$ cat src/rtl/ftv_pkg.sv
package ftv_pkg;
  typedef enum logic [1:0] {
    PH_PRE  = 2'd0,
    PH_EVAL = 2'd1,
    PH_DONE = 2'd2
  } phase_t;
endpackage

$ cat src/rtl/ftv_line_capture.sv
module ftv_line_capture #(
  parameter int N_LINES = 6
) (
  input  logic               clk,
  input  logic               rst,
  input  logic               win,
  input  logic [N_LINES-1:0] lines,
  output logic [N_LINES-1:0] votes
);
  logic [N_LINES-1:0] line_q;
  logic [N_LINES-1:0] seen_q;
  logic [N_LINES-1:0] fall;

  for (genvar g = 0; g < N_LINES; g++) begin : g_line
    // a vote is a high-to-low step inside the window
    assign fall[g]  = win & line_q[g] & ~lines[g];
    assign votes[g] = seen_q[g] | fall[g];

    always_ff @(posedge clk) begin
      if (rst) begin
        line_q[g] <= 1'b1;
        seen_q[g] <= 1'b0;
      end else begin
        line_q[g] <= lines[g];
        seen_q[g] <= win ? votes[g] : 1'b0;
      end
    end
  end
endmodule

$ cat src/rtl/ftv_zero_count.sv
module ftv_zero_count #(
  parameter int N_LINES = 6,
  parameter int TH_W    = 3
) (
  input  logic [N_LINES-1:0] votes,
  output logic [TH_W-1:0]    cnt
);
  always_comb begin
    cnt = '0;
    for (int i = 0; i < N_LINES; i++) begin
      cnt = cnt + TH_W'(votes[i]);
    end
  end
endmodule

$ cat src/rtl/ftv_decide.sv
module ftv_decide
  import ftv_pkg::*;
#(
  parameter int N_LINES = 6,
  parameter int TH_W    = 3
) (
  input  logic            clk,
  input  logic            rst,
  input  logic            win,
  input  logic [TH_W-1:0] cnt,
  input  logic [TH_W-1:0] thresh,
  output logic            vote_o,
  output logic            valid_o,
  output logic            early_o
);
  localparam logic [TH_W-1:0] K_MAX = TH_W'(N_LINES);

  phase_t          ph_q;
  logic [TH_W-1:0] keff;
  logic            hit;

  always_comb begin
    if (thresh == '0)        keff = TH_W'(1);
    else if (thresh > K_MAX) keff = K_MAX;
    else                     keff = thresh;
  end

  assign hit = (cnt >= keff);

  always_ff @(posedge clk) begin
    if (rst) begin
      ph_q    <= PH_PRE;
      vote_o  <= 1'b1;
      valid_o <= 1'b0;
      early_o <= 1'b0;
    end else begin
      early_o <= 1'b0;
      if (!win) begin
        if (ph_q == PH_EVAL) begin
          vote_o  <= 1'b1;
          valid_o <= 1'b1;
        end
        ph_q <= PH_PRE;
      end else if (ph_q != PH_DONE) begin
        if (hit) begin
          vote_o  <= 1'b0;
          valid_o <= 1'b1;
          early_o <= 1'b1;
          ph_q    <= PH_DONE;
        end else begin
          if (ph_q == PH_PRE) begin
            vote_o  <= 1'b1;
            valid_o <= 1'b0;
          end
          ph_q <= PH_EVAL;
        end
      end
    end
  end
endmodule

$ cat src/rtl/ftv_voter.sv
module ftv_voter #(
  parameter int N_LINES = 6,
  parameter int TH_W    = $clog2(N_LINES + 1)
) (
  input  logic               clk,
  input  logic               rst,
  input  logic               eval_win,
  input  logic [N_LINES-1:0] lines,
  input  logic [TH_W-1:0]    thresh,
  output logic               vote_out,
  output logic               vote_valid,
  output logic               early_flag
);
  logic [N_LINES-1:0] votes;
  logic [TH_W-1:0]    zcnt;

  ftv_line_capture #(.N_LINES(N_LINES)) u_cap (
    .clk   (clk),
    .rst   (rst),
    .win   (eval_win),
    .lines (lines),
    .votes (votes)
  );

  ftv_zero_count #(.N_LINES(N_LINES), .TH_W(TH_W)) u_cnt (
    .votes (votes),
    .cnt   (zcnt)
  );

  ftv_decide #(.N_LINES(N_LINES), .TH_W(TH_W)) u_dec (
    .clk     (clk),
    .rst     (rst),
    .win     (eval_win),
    .cnt     (zcnt),
    .thresh  (thresh),
    .vote_o  (vote_out),
    .valid_o (vote_valid),
    .early_o (early_flag)
  );
endmodule

$ cat config.mk
export PLATFORM = sky130hd
export DESIGN_NAME = ftv_voter
export DESIGN_NICKNAME = d
export VERILOG_FILES = /design/src/rtl/ftv_pkg.sv /design/src/rtl/ftv_line_capture.sv /design/src/rtl/ftv_zero_count.sv /design/src/rtl/ftv_decide.sv /design/src/rtl/ftv_voter.sv
export SDC_FILE = /design/constraint.sdc
export NUM_CORES = 1
export LEC_CHECK = 0
export BUFFER_PORTS_ARGS = -buffer_cell sky130_fd_sc_hd__buf_4
export CAP_MARGIN = 30
export CORE_UTILIZATION = 55
export DETAILED_ROUTE_END_ITERATION = 6
export GPL_ROUTABILITY_DRIVEN = 0
export PLACE_DENSITY_LB_ADDON = 0.1
export SYNTH_ARGS = -nofsm -noshare
export SYNTH_HDL_FRONTEND = slang
export SYNTH_SLANG_ARGS = --single-unit
export TNS_END_PERCENT = 100
$ cat constraint.sdc
create_clock -name clk -period 7.81 [get_ports clk]
set_input_delay 1.562 -clock clk [delete_from_list [all_inputs] [get_ports clk]]
set_output_delay 1.562 -clock clk [all_outputs]
set_load 0.02 [all_outputs]
==> run metrics, run 1 <==
antenna violation net count after detailed routing=0; Die ar.=roughly 0.0016 mm²; I/O pin count=15; Mapped Cells=80; Power Density=209 mW/mm²; reg-to-reg slack, setup=roughly 4.6 ns; Wirelength per Cell=11.2 µm; Tot Pwr=0.193 mW; DRT iter0 DRCs=3; Worst Path Class, Setup=in2reg; worst reg-to-reg path cell count=11; worst skew pair latency=roughly 0.28 ns; Core ar.=~0.0013 mm²; Post CTS Setup Buffer Count=0; status=complete, no violations; hold worst-path end=u_dec.valid_o$_SDFFE_PP0P_; critical path's most frequent cell=fa_1; Worst slew margin=0.764; most frequent cells in the layout=dfxtp_1, inv_1, buf_4; final WL=1240 µm; Worst-path clk slew=0.09 ns; TritonCTS clock tree=done; drc violations=0; Worst EP arrival=4.52 ns; Area Growth Syn to Fin=18.1%; placed instance count=roughly 110; Final Util=0.700; routed vias=about 560; met2 usage in global routing=0.316; CTS Hold Bufs=0; GRT met3 Usage=0.0511; total iterations of the first detailed-routing run=3; most common cell after layout, fill and taps aside=dfxtp_1; syn_nets=99; share of cells above drive strength 1=0.292; Peak Freq=229 MHz; Post-DP HPWL=967 µm; Hold Path Class=reg2reg; Congestion Overflow GR=0; Starting Density=0.593; final std cells w/o fill=about 110; final hold vios=0; initial antenna violation count=0; synthesized flop and latch total=17; Worst Setup End Kind=register; pin count of the biggest net entering global routing=13; RR Endpoint=u_dec.valid_o$_SDFFE_PP0P_; max_cap viols=0; first-pass GRT wire length=between 1500 and 2000 µm; Final #Nets=around 120; worst-margin pin slew=0.351 ns; GRT busiest layer=met2; Cell Area, Synth=781 µm²; CTS resizes=0; multi-input logic area=375 µm²; worst-case clock buffer depth=2; FP Rows=13; Clock Sinks=17; post-layout instance area=922 µm²; post-placement cell area=896 µm²; slowest cell delay on critical path=0.50 ns; number of CTS-inserted buffers=3; Die Ht=just under 40 µm; final period utilization=0.558; Final setup viols=0; FF-to-FF Start=u_cap.line_q[0]$_SDFF_PP1_; Fill cells=between 100 and 150; Clock Skews=0.000291 ns; met1 Usage GRT=0.217; Tmin final=about 4.4 ns; clock root buffer=clkbuf_4; vias in the first global route=467; crit-path max FO=12; startpoint types=input pin; fraction of the yosys area taken by sequential cells=0.436; Slew Viols, Final=0; P_leak=between 0.4 and 0.5 nW; slowest stage cell, crit path=fa_1; Critical Path RT=about 8.0 ns; buffers added on ports=14; All-Layer GR Usage=0.190; Hold Path Depth=2; Synth Warn #=0; Total Neg Setup Slack=0 ns; HP Start=u_dec.valid_o$_SDFFE_PP0P_; syn avg cell area=9.76 µm²; die span in x=39.7 µm; mean number of vias per cell=5.04; peak supply drop=0.133 mV; count of cell types in the netlist=26; RSZ-0062 raised after global routing=false; H-Tree Depth=1; CP cell instances=buf_4 > a31o_2 > ha_1 > inv_1 > fa_1 > fa_1 > inv_1 > fa_1 > ha_1 > a21o_1 > a311oi_1 > a2111oi_2; antenna cells=0; register area=340 µm²
## worst max-delay path, delay by kind of cell
family	cells	cell delay, ns
buffers and inverters	3	0.28
adder cells (fa/ha/maj)	5	1.84
AO/OA/AOI/OAI	4	0.85
## metal layers
metal | part of all wire | wire length [µm]
met1 | 0.49 | 603
met2 | 0.46 | 564
met3 | 0.045 | 56
met4 | 0.011 | 14
met5 | 0 | 0
## worst max-delay path by stage
stage | startpoint | endpoint | cells after the start
detailed placement | eval_win | u_dec.valid_o$_SDFFE_PP0P_ | 12
finish | eval_win | u_dec.valid_o$_SDFFE_PP0P_ | 12
global placement | eval_win | u_dec.ph_q[0]$_SDFFE_PP0N_ | 11
CTS | eval_win | u_dec.valid_o$_SDFFE_PP0P_ | 12
global route | eval_win | u_dec.valid_o$_SDFFE_PP0P_ | 12
floorplan | eval_win | u_dec.valid_o$_SDFFE_PP0P_ | 12
## through the flow
stage	hold WS, ns	setup slack, ns
final	0.494	3.45
after global routing	0.521	3.32
after CTS	0.498	3.44
after detailed placement	0.480	3.13
after global placement	0.466	3.25
after floorplan	0.450	3.35
## report_power, final
part	total, mW	switching, mW	internal, mW	leakage [nW]
Clock	0.0460	0.0261	0.0198	0.0150
Sequential	0.0970	0.00380	0.0932	0.140
Combinational	0.0497	0.0253	0.0244	0.295
## kinds of logic after synthesis
kind of cell             count (synthesis)  synth area share
AND/OR/NAND/NOR                         23             0.171
buffers and inverters                   17            0.0833
flip-flops                              17             0.436
AO/OA/AOI/OAI                           14             0.141
adder cells (fa/ha/maj)                  9             0.168
## flip-flops by register name (all words and copies together) (netlist names)
signal         flops
u_cap.line_q       6
u_cap.seen_q       6
u_dec.early_o      1
u_dec.ph_q         2
u_dec.valid_o      1
u_dec.vote_o       1
## cells in the mapped netlist, drive strengths merged
cell type / n / share of area
and2: 2 / 0.016
nor4: 1 / 0.0080
and3: 1 / 0.0080
or3b: 1 / 0.011
nand2: 1 / 0.0048
nand2b: 4 / 0.032
fa: 3 / 0.077
ha: 4 / 0.064
a21oi: 1 / 0.0064
a31oi: 5 / 0.040
maj3: 2 / 0.027
clkbuf: 1 / 0.0048
dfxtp: 17 / 0.44
inv: 15 / 0.072
nor2: 5 / 0.024
a21o: 1 / 0.0096
a311oi: 3 / 0.034
or2: 6 / 0.048
a31o: 2 / 0.022
o21a: 1 / 0.0096
nor3b: 1 / 0.0096
and2b: 1 / 0.0096
buf: 1 / 0.0064
a2111oi: 1 / 0.019
## cell type report
cell class | instances | share of cell area
well taps | 15 | 0.0204
multi-input cells | 46 | 0.407
clock buffers | 4 | 0.0285
inverters | 15 | 0.0611
repair buffers | 14 | 0.114
flip-flops and latches | 17 | 0.369
(Power assumes the default switching activity.)
==> inputs of run 2 (changes only) <==
--- a/config.mk
+++ b/config.mk
@@ -7,7 +7,8 @@
 export LEC_CHECK = 0
 export BUFFER_PORTS_ARGS = -buffer_cell sky130_fd_sc_hd__buf_4
 export CAP_MARGIN = 30
-export CORE_UTILIZATION = 55
+export CORE_ASPECT_RATIO = 1.2
+export CORE_UTILIZATION = 46
 export DETAILED_ROUTE_END_ITERATION = 6
 export GPL_ROUTABILITY_DRIVEN = 0
 export PLACE_DENSITY_LB_ADDON = 0.1
==> constraint.sdc (replaced) <==
create_clock -name clk -period 3.6 [get_ports clk]
set_input_delay 0.72 -clock clk [delete_from_list [all_inputs] [get_ports clk]]
set_output_delay 0.72 -clock clk [all_outputs]
set_load 0.02 [all_outputs]
==> run metrics, run 2 (synthesized netlist as in run 1, its figures left out) <==
RSZ-0062 raised after global routing=false (unchanged); clock root buffer=clkbuf_4 (unchanged); Slew Viols, Final=0 (unchanged); part of the power in the clock network=0.231 (was 0.239); final WL=1310 µm (was 1240 µm); slowest cell delay on critical path=0.50 ns (about the same); share of cells above drive strength 1=0.343 (was 0.292); RR Endpoint=u_dec.valid_o$_SDFFE_PP0P_ (unchanged); max_cap viols=0 (unchanged); Worst path depth=12 (unchanged); reg-to-reg slack, setup=0.41 ns (was 4.55 ns); internal power=0.306 mW (was 0.137 mW); switching power=0.128 mW (was 0.0552 mW); status=complete, no violations (unchanged); Sw Share=0.295 (was 0.287); Worst Setup End Kind=register (unchanged); Die Ht=47.1 µm (was 39.7 µm); Fill cells=137 (was 104); slowest stage cell, crit path=fa_1 (unchanged); multi-input logic area=388 µm² (was 375 µm²); DRT iter0 DRCs=4 (was 3); CTS resizes=0 (unchanged); Worst EP arrival=3.60 ns (was 4.52 ns); Starting Density=0.520 (was 0.593); Post-DP HPWL=1050 µm (was 967 µm); hold worst-path end=u_cap.seen_q[5]$_SDFF_PP0_ (was u_dec.valid_o$_SDFFE_PP0P_); die span in x=39.6 µm (was 39.7 µm); drc violations=0 (unchanged); TritonCTS clock tree=done (unchanged); Peak Freq=approximately 290 MHz; crit-path max FO=3 (was 12); worst-case clock buffer depth=2 (unchanged); Critical Path RT=3.79 ns (was 7.97 ns); worst hold slack=0.507 ns (was 0.494 ns); HP Start=u_cap.seen_q[5]$_SDFF_PP0_ (was u_dec.valid_o$_SDFFE_PP0P_); final period utilization=0.949; worst-margin pin slew=0.310 ns (was 0.351 ns); final std cells w/o fill=116 (was 111); buffers added on ports=14 (unchanged); CTS Hold Bufs=0 (unchanged); FF-to-FF Start=u_cap.line_q[1]$_SDFF_PP1_ (was u_cap.line_q[0]$_SDFF_PP1_); Wirelength per Cell=11.3 µm (was 11.2 µm); Hold Path Depth=2 (unchanged); All-Layer GR Usage=0.173 (was 0.190); final hold vios=0 (unchanged); Crit path max-delay family=adder cells (unchanged); FP Rows=15 (was 13); startpoint types=input pin (unchanged); Hold Path Class=reg2reg (unchanged); Post CTS Setup Buffer Count=0 (unchanged); Worst Path Class, Setup=in2reg (unchanged); mean number of vias per cell=4.96 (was 5.04); vias in the first global route=521 (was 467); Clock Skews=0.00212 ns (was 0.000291 ns); Final Util=0.640 (was 0.700); register area=340 µm² (unchanged); H-Tree Depth=1 (unchanged); Tot Pwr=0.433 mW (was 0.193 mW); I/O pin count=15 (unchanged); Tmin final=approximately 3.4 ns; peak supply drop=0.261 mV (was 0.133 mV); CP cell instances=buf_4 > inv_1 > a31o_2 > ha_1 > inv_1 > fa_1 > fa_1 > inv_1 > fa_1 > ha_1 > a311oi_2 > a2111oi_2 (was buf_4 > a31o_2 > ha_1 > inv_1 > fa_1 > fa_1 > inv_1 > fa_1 > ha_1 > a21o_1 > a311oi_1 > a2111oi_2); Core ar.=0.00150 mm² (was 0.00132 mm²); total iterations of the first detailed-routing run=4 (was 3); Worst-path clk slew=0.10 ns (was 0.09 ns); number of CTS-inserted buffers=3 (unchanged); Power Density=451 mW/mm² (was 209 mW/mm²); antenna violation net count after detailed routing=0 (unchanged); Flop pwr share=0.486 (was 0.503); Congestion Overflow GR=0 (unchanged); initial antenna violation count=0 (unchanged); Clock Sinks=17 (unchanged); CP bufs+invs=4 (was 3); Final setup viols=0 (unchanged); pin count of the biggest net entering global routing=12 (was 13); worst skew pair latency=0.29 ns (was 0.28 ns); P_leak=0.469 nW (was 0.450 nW); placed instance count=112 (was 107); first-pass GRT wire length=2150 µm (was 1870 µm); antenna cells=0 (unchanged); Die ar.=0.00187 mm² (was 0.00157 mm²); Worst slew margin=0.792 (was 0.764); routed vias=575 (was 559); worst reg-to-reg path cell count=10 (was 11); Final #Nets=119 (was 116); biggest regs=u_cap.line_q x6, u_cap.seen_q x6, u_dec.ph_q x2 (unchanged); Comb pwr share=0.283 (was 0.258); Area Growth Syn to Fin=23.1% (was 18.1%); most frequent cells in the layout=buf_4, dfxtp_1, inv_1 (was dfxtp_1, inv_1, buf_4)
==> run 2: cell count changes in the layout (fill, tap and decap cells not counted) <==
| cell | change |
|---|---|
| buf_4 | +3 |
| a311oi_1 | -2 |
| a311oi_2 | +2 |
| clkbuf_1 | -1 |
| clkinv_2 | +1 |
==> run 2: final cells by class <==
type,instances,share of cell area
Clock buffer,3,0.0234
Clock inverter,1,0.00521
Inverter,15,0.0586
Multi-Input combinational cell,46,0.404
Sequential cell,17,0.354
Tap cell,17,0.0221
Timing Repair Buffer,17,0.133
==> run 2: power groups by stage <==
stage	Combinational [mW]	Clock (mW)	Sequential (mW)
6_report	0.123	0.100	0.211
5_1_grt	0.139	0.113	0.213
4_1_cts	0.124	0.106	0.211
3_5_place_dp	0.124	0	0.215
3_3_place_gp	0.120	0	0.214
2_1_floorplan	0.0775	0	0.220
==> run 2: worst max path at each step <==
stage | start | endpoint | slack, ns
floorplan | eval_win | u_dec.valid_o$_SDFFE_PP0P_ | -0.01
global placement | lines[1] | u_dec.vote_o$_SDFFE_PP1P_ | -0.06
detailed placement | lines[1] | u_dec.valid_o$_SDFFE_PP0P_ | -0.13
CTS | lines[1] | u_dec.valid_o$_SDFFE_PP0P_ | 0.18
global route | lines[1] | u_dec.valid_o$_SDFFE_PP0P_ | 0.05
finish | lines[1] | u_dec.valid_o$_SDFFE_PP0P_ | 0.18
==> run 2: stage by stage <==
step	worst slack (ns)	area [µm²]	TNS, ns
after detailed placement	-0.134	933	-0.400
after global routing	0.0458	961	0
after CTS	0.181	961	0
final	0.185	961	0
after global placement	-0.0615	933	-0.187
after floorplan	-0.00996	793	-0.00996
==> run 2: worst min-delay path, cell delays in order, from the launching register on <==
cell	delay (ns)
dfxtp_1	0.32
a31oi_1	0.06
nor2_1	0.09
==> run 2: routing by layer <==
layer  up-vias  share of wire  GRT usage  wire [µm]
met5         -              0          0          0
met4         0         0.0091      0.103         12
li1        305              -          -          -
met2        13           0.50      0.292        658
met3         2          0.030     0.0284         40
met1       255           0.46      0.204        599
